[config.mk]
export PLATFORM = sky130hd
export DESIGN_NAME = flash_cmd_if
export DESIGN_NICKNAME = d
export VERILOG_FILES = /design/src/rtl/flash_cmd_pkg.sv /design/src/rtl/flash_seq_fsm.sv /design/src/rtl/flash_req_gen.sv /design/src/rtl/flash_id_rd.sv /design/src/rtl/flash_cmd_if.sv
export SDC_FILE = /design/constraint.sdc
export NUM_CORES = 1
export LEC_CHECK = 0
export BUFFER_PORTS_ARGS = -buffer_cell sky130_fd_sc_hd__buf_2
export CORE_MARGIN = 2
export CORE_UTILIZATION = 51
export DETAILED_ROUTE_END_ITERATION = 16
export PLACE_DENSITY = 0.95
export SLEW_MARGIN = 20
export SYNTH_ARGS = -nofsm -noshare
export SYNTH_HDL_FRONTEND = slang
export SYNTH_SLANG_ARGS = --single-unit
[constraint.sdc]
create_clock -name clk -period 3.46 [get_ports clk]
set_input_delay 0.692 -clock clk [delete_from_list [all_inputs] [get_ports clk]]
set_output_delay 0.692 -clock clk [all_outputs]
set_load 0.005 [all_outputs]
[src/rtl/flash_cmd_pkg.sv]
// Shared types and constants of the flash command decoder.
// Assumes an 8-bit bus and 11-bit unlock address comparison.
package flash_cmd_pkg;
    localparam int CMP_W = 11;
    localparam logic [CMP_W-1:0] UNLK_A = 11'h555;
    localparam logic [CMP_W-1:0] UNLK_B = 11'h2AA;

    localparam logic [7:0] D_UNLK1 = 8'hAA;
    localparam logic [7:0] D_UNLK2 = 8'h55;
    localparam logic [7:0] D_RESET = 8'hF0;
    localparam logic [7:0] D_IDENT = 8'h90;
    localparam logic [7:0] D_PROG  = 8'hA0;
    localparam logic [7:0] D_ERSU  = 8'h80;
    localparam logic [7:0] D_CHIP  = 8'h10;
    localparam logic [7:0] D_SECT  = 8'h30;

    typedef enum logic [2:0] {
        S_IDLE, S_UL1, S_UL2, S_PGM, S_ER0, S_ER1, S_ER2
    } seq_st_t;

    typedef enum logic [1:0] {
        OP_PROG = 2'd0, OP_SECT = 2'd1, OP_CHIP = 2'd2
    } op_t;
endpackage

[src/rtl/flash_seq_fsm.sv]
// Sequence decoder: tracks unlock/command cycles and the sticky
// identifier mode. Assumes writes are one-cycle pulses; writes while
// busy are dropped before they reach the state.
module flash_seq_fsm
    import flash_cmd_pkg::*;
#(
    parameter int ADDR_W = 19,
    parameter int DATA_W = 8
) (
    input  logic              clk,
    input  logic              rst_n,
    input  logic              wr_vld,
    input  logic              busy,
    input  logic [ADDR_W-1:0] addr,
    input  logic [DATA_W-1:0] wdata,
    output logic              id_cmd,
    output logic              go_prog,
    output logic              go_sect,
    output logic              go_chip
);
    seq_st_t st, nxt;
    logic    accept, hit_a, hit_b, set_id, clr_id;

    assign accept = wr_vld && !busy;
    assign hit_a  = (addr[CMP_W-1:0] == UNLK_A);
    assign hit_b  = (addr[CMP_W-1:0] == UNLK_B);

    // Next-state and command-strobe decode for one accepted write.
    always_comb begin
        nxt     = st;
        set_id  = 1'b0;
        clr_id  = 1'b0;
        go_prog = 1'b0;
        go_sect = 1'b0;
        go_chip = 1'b0;
        if (accept) begin
            if (wdata == D_RESET && st != S_PGM) begin
                clr_id = 1'b1;
                nxt    = S_IDLE;
            end else begin
                nxt = S_IDLE;
                case (st)
                    S_IDLE: if (wdata == D_UNLK1 && hit_a) nxt = S_UL1;
                    S_UL1:  if (wdata == D_UNLK2 && hit_b) nxt = S_UL2;
                    S_UL2: begin
                        if (hit_a) begin
                            if (wdata == D_IDENT) set_id = 1'b1;
                            if (wdata == D_PROG)  nxt = S_PGM;
                            if (wdata == D_ERSU)  nxt = S_ER0;
                        end
                    end
                    S_PGM:  go_prog = 1'b1;
                    S_ER0:  if (wdata == D_UNLK1 && hit_a) nxt = S_ER1;
                    S_ER1:  if (wdata == D_UNLK2 && hit_b) nxt = S_ER2;
                    S_ER2: begin
                        if (wdata == D_SECT)               go_sect = 1'b1;
                        else if (wdata == D_CHIP && hit_a) go_chip = 1'b1;
                    end
                    default: nxt = S_IDLE;
                endcase
            end
        end
    end

    // Sequence state register.
    always_ff @(posedge clk) begin
        if (!rst_n) st <= S_IDLE;
        else        st <= nxt;
    end

    // Sticky identifier mode entered by command, cleared by reset command.
    always_ff @(posedge clk) begin
        if (!rst_n)      id_cmd <= 1'b0;
        else if (set_id) id_cmd <= 1'b1;
        else if (clr_id) id_cmd <= 1'b0;
    end
endmodule

[src/rtl/flash_req_gen.sv]
// Request register: turns a decoded operation strobe into a one-cycle
// request with latched address and data. Assumes at most one strobe.
module flash_req_gen
    import flash_cmd_pkg::*;
#(
    parameter int ADDR_W = 19,
    parameter int DATA_W = 8,
    parameter int SECT_W = 3
) (
    input  logic              clk,
    input  logic              rst_n,
    input  logic              go_prog,
    input  logic              go_sect,
    input  logic              go_chip,
    input  logic [ADDR_W-1:0] addr,
    input  logic [DATA_W-1:0] wdata,
    output logic              req_vld,
    output logic [1:0]        req_op,
    output logic [ADDR_W-1:0] req_addr,
    output logic [DATA_W-1:0] req_data
);
    localparam int OFS_W = ADDR_W - SECT_W;

    // Registers the request fields for the cycle after the final write.
    always_ff @(posedge clk) begin
        if (!rst_n) begin
            req_vld  <= 1'b0;
            req_op   <= OP_PROG;
            req_addr <= '0;
            req_data <= '0;
        end else begin
            req_vld <= go_prog | go_sect | go_chip;
            if (go_prog) begin
                req_op   <= OP_PROG;
                req_addr <= addr;
                req_data <= wdata;
            end else if (go_sect) begin
                req_op   <= OP_SECT;
                req_addr <= {addr[ADDR_W-1 -: SECT_W], {OFS_W{1'b0}}};
                req_data <= wdata;
            end else if (go_chip) begin
                req_op   <= OP_CHIP;
                req_addr <= '0;
                req_data <= wdata;
            end
        end
    end
endmodule

[src/rtl/flash_id_rd.sv]
// Read data path: returns identifier codes in identifier mode, array
// data otherwise. Output is registered and held between reads.
module flash_id_rd #(
    parameter int         DATA_W = 8,
    parameter logic [7:0] MFR_ID = 8'hAD,
    parameter logic [7:0] DEV_ID = 8'h40
) (
    input  logic              clk,
    input  logic              rst_n,
    input  logic              rd_vld,
    input  logic              sel_b0,
    input  logic              id_mode,
    input  logic [DATA_W-1:0] arr_rdata,
    output logic [DATA_W-1:0] rdata
);
    // Captures the selected byte on each read cycle.
    always_ff @(posedge clk) begin
        if (!rst_n)       rdata <= '0;
        else if (rd_vld)  rdata <= id_mode ? (sel_b0 ? DATA_W'(DEV_ID) : DATA_W'(MFR_ID))
                                           : arr_rdata;
    end
endmodule

[src/rtl/flash_cmd_if.sv]
// Top of the flash command decoder. Joins sequence decoding, request
// generation and the read path. Assumes a single bus cycle per clock.
module flash_cmd_if #(
    parameter int ADDR_W = 19,
    parameter int DATA_W = 8,
    parameter int SECT_W = 3
) (
    input  logic              clk,
    input  logic              rst_n,
    input  logic              wr_vld,
    input  logic              rd_vld,
    input  logic [ADDR_W-1:0] addr,
    input  logic [DATA_W-1:0] wdata,
    output logic [DATA_W-1:0] rdata,
    input  logic [DATA_W-1:0] arr_rdata,
    input  logic              id_force,
    output logic              id_active,
    input  logic              eng_busy,
    output logic              req_vld,
    output logic [1:0]        req_op,
    output logic [ADDR_W-1:0] req_addr,
    output logic [DATA_W-1:0] req_data
);
    logic id_cmd, go_prog, go_sect, go_chip;

    assign id_active = id_cmd | id_force;

    flash_seq_fsm #(.ADDR_W(ADDR_W), .DATA_W(DATA_W)) u_fsm (
        .clk(clk), .rst_n(rst_n), .wr_vld(wr_vld), .busy(eng_busy),
        .addr(addr), .wdata(wdata), .id_cmd(id_cmd),
        .go_prog(go_prog), .go_sect(go_sect), .go_chip(go_chip)
    );

    flash_req_gen #(.ADDR_W(ADDR_W), .DATA_W(DATA_W), .SECT_W(SECT_W)) u_req (
        .clk(clk), .rst_n(rst_n), .go_prog(go_prog), .go_sect(go_sect),
        .go_chip(go_chip), .addr(addr), .wdata(wdata),
        .req_vld(req_vld), .req_op(req_op), .req_addr(req_addr),
        .req_data(req_data)
    );

    flash_id_rd #(.DATA_W(DATA_W)) u_rd (
        .clk(clk), .rst_n(rst_n), .rd_vld(rd_vld), .sel_b0(addr[0]),
        .id_mode(id_active), .arr_rdata(arr_rdata), .rdata(rdata)
    );
endmodule

==> results.py <==
metrics = {
    "synthesis": {
        "yosysMostFrequentCell": "dfxtp_1",
        "yosysTopAreaCellShare_pct": 44.8,
        "synth_compound_area_share_pct": 11.1,
        "netlist_top_cells_area": "dfxtp_1 (45%), mux2i_1 (13%), nand2_1 (6.6%)",
        "yosysTopAreaCell": "dfxtp_1",
        "ys_seq_area_share_pct": 44.8,
        "synthAdderAreaFrac_pct": 0,
        "synth_ff_type": "dfxtp_1",
        "syn_nets": 249,
        "synthSimpleGateAreaFrac_pct": 27.2,
        "synth_area_sq_um": 1880,
        "synthArstFlopShare_pct": 0,
        "synth_cell_type_count": 42,
        "synth_top_family_by_area": "simple AND/OR/NAND/NOR gates",
        "synth_seq_cells": 42,
        "netlist_instances": 208,
        "synth_common_cells": "dfxtp_1 (42), nand2_1 (33), mux2i_1 (24), nor2_1 (20), a21oi_1 (11)",
        "synth_xor_area_share_pct": 0,
        "muxShareOfSynthArea_pct": 12.8,
        "synth_edf_count": 0,
        "postSynthAreaPerCell_sq_um": 9.02,
        "yosysWarnings": 0,
    },
    "placement": {
        "port_buffers": 79,
        "dp.cells": 326,
        "dp_hpwl_mm": 3.20,
        "gp_congestion": 0.921,
    },
    "route": {
        "detail_route.iter0.violations": 93,
        "num_vias": 1787,
        "drc": 0,
        "ant_nets": 0,
        "vias_per_cell": 5.35,
        "wl_mm": 4.15,
        "firstDrtPassIters": 4,
        "post_drt_wl_per_cell_um": 12.4,
    },
    "finish": {
        "area_growth_pct": 26.7,
        "layout-drive-gt1-share_pct": 32.5,
        "final_cells": 334,
        "final_nets": 326,
        "final_util_pct": 65.9,
        "diodes": 0,
    },
    "timing": {
        "max_slew_margin_pct": 59.9,
        "min_period_ns": 2.29,
        "fmax_ghz": 0.437,
        "rsz0062_at_grt": "no",
        "setup-violations-final": 0,
        "finalCritPeriodShare_pct": 66.1,
        "maxSlewViolCount": 0,
        "finalHoldViolations": 0,
        "totalNegativeSetupSlack_ns": 0,
        "skew_ns": 0.00570,
        "tightestPinTransition_ns": 0.601,
    },
    "floorplanning": {
        "fp.dieArea_sq_um": 4180,
        "io_pins": 80,
        "die_h_um": 64.7,
        "coreArea_sq_um": 3610,
        "fp.dieW_um": 64.7,
        "placementRows": 22,
        "initial_core_util_pct": 52.0,
    },
    "worst_setup_path": {
        "path_class": "in -> reg",
        "worstPathMaxFanout": 8,
        "path_delay_family": "simple AND/OR/NAND/NOR gates",
        "endpoint_kind": "flip-flop",
        "ff2ff_setup_slack_ns": 1.33,
        "path_buf_inv": 1,
        "worstPathRequired_ns": 3.62,
        "slowest_stage": "or4_4",
        "cpPeakStageDelay_ns": 0.54,
        "crit_arrival_ns": 2.44,
        "path_cells": "buf_2, or4_4, nor4_1, nand2_1, and2_1, mux2i_1",
        "start_kind": "primary input",
    },
    "flow_run": {
        "maxCapViolations": 0,
    },
    "power": {
        "power.ir.vdd_worst_mv": 0.304,
        "p_leak_nw": 1.10,
        "power_density_nw_per_um2": 395,
    },
    "global_route": {
        "grtUsageTotal_pct": 20.5,
        "grt_pass1_wl_mm": 6.96,
        "grt_overflow": 0,
        "antenna_found_initial": 0,
        "grt_pass1_vias": 1615,
        "grt_max_degree": 41,
    },
    "cts": {
        "cts_setup_buffers": 0,
        "clk_path_buf_depth": 2,
        "hold_buffers": 0,
        "clkTransAtPathRegs_ns": 0.08,
        "clk_latency_ns": 0.28,
        "cts_made_buffers": 5,
        "cts_root_buffer": "clkbuf_8",
        "clock_sinks": 42,
        "cts_max_level": 2,
        "cts-resized-gates": 0,
        "cts_tree": "done",
    },
    "outcome": {
        "status": "finished, final reports clean",
    },
    "worst_hold_path": {
        "hold_path_class": "reg -> reg",
    },
}
==> cell usage in the layout, fill, tap and decap left out, types with 2 or more instances in the layout <==
master	count
buf_2	79
dfxtp_1	42
nand2_1	33
mux2i_1	24
nor2_1	20
a21oi_1	11
o21ai_0	8
nand3_1	6
nor4_1	6
clkbuf_8	5
and2_1	4
nor3_1	3
nand2b_1	3
a21boi_0	3
o22ai_1	3
and3b_1	2
o31a_1	2
or4_4	2
nor3b_1	2
inv_1	2
or2b_2	2
a31oi_1	2
clkbuf_1	2
==> flip-flops by register name (all words and copies together), names as in the netlist <==
name,flops
u_fsm.id_cmd,1
u_req.req_addr,19
u_req.req_op,2
u_rd.rdata,8
u_req.req_data,8
u_fsm.st,3
u_req.req_vld,1
==> power breakdown <==
group	leakage [nW]	internal (mW)	switching, mW	total, mW
combinational	0.706	0.0350	0.0443	0.0792
sequential	0.340	0.489	0.00254	0.491
clock	0.0524	0.216	0.153	0.368
==> layout make-up <==
cell class / instances / area (sq um)
clock inverters: 1 / 30.0
well taps: 48 / 60.1
multi-input cells: 154 / 960
clock buffers: 7 / 76.3
fillers: 334 / 1230
flip-flops and latches: 42 / 841
repair buffers: 80 / 403
inverters: 2 / 7.51
==> worst register-to-register path, delay by kind of cell, from the launching register on <==
family / cells / cell delay (ns)
DFF: 1 / 0.39
AOI/OAI and AO/OA: 1 / 0.38
muxes: 1 / 0.23
and+or+nand+nor: 3 / 0.85
buffers and inverters: 1 / 0.22
==> worst paths after layout <==
check,cells after the start,end,startpoint
max reg2reg,6,u_req.req_data[7]$_SDFFE_PN0P_,u_fsm.st[2]$_SDFFE_PN0P_
min,2,u_req.req_op[1]$_SDFFE_PP0P_,u_req.req_op[1]$_SDFFE_PP0P_
max,6,u_req.req_data[7]$_SDFFE_PN0P_,addr[3]
min reg2reg,2,u_req.req_op[1]$_SDFFE_PP0P_,u_req.req_op[1]$_SDFFE_PP0P_
==> metrics by stage <==
| stage | setup WS, ns | instance area [sq um] | hold slack [ns] | total power [mW] |
|---|---|---|---|---|
| 2_1_floorplan | 1.20 | 1880 | 0.438 | 0.541 |
| 3_3_place_gp | 0.885 | 2270 | 0.440 | 0.580 |
| 3_5_place_dp | 0.844 | 2270 | 0.440 | 0.582 |
| 4_1_cts | 1.15 | 2380 | 0.452 | 0.947 |
| 5_1_grt | 0.932 | 2380 | 0.485 | 0.979 |
| 6_report | 1.17 | 2380 | 0.450 | 0.939 |
==> kinds of logic (layout without fill, tap and decap cells) <==
group	after synthesis	count (layout)
buf+inv	12	90
compound gates	34	34
mux	24	24
flops	42	42
simple gates	96	96
==> layer usage <==
layer / track usage [%] / wire length, um / up-vias
met2: 36.7 / 2070 / 61
met1: 25.8 / 1810 / 831
met3: 3.65 / 242 / 5
met5: 0 / 0 / -
li1: - / - / 890
met4: 4.26 / 30 / 0
(Power assumes the default switching activity.)
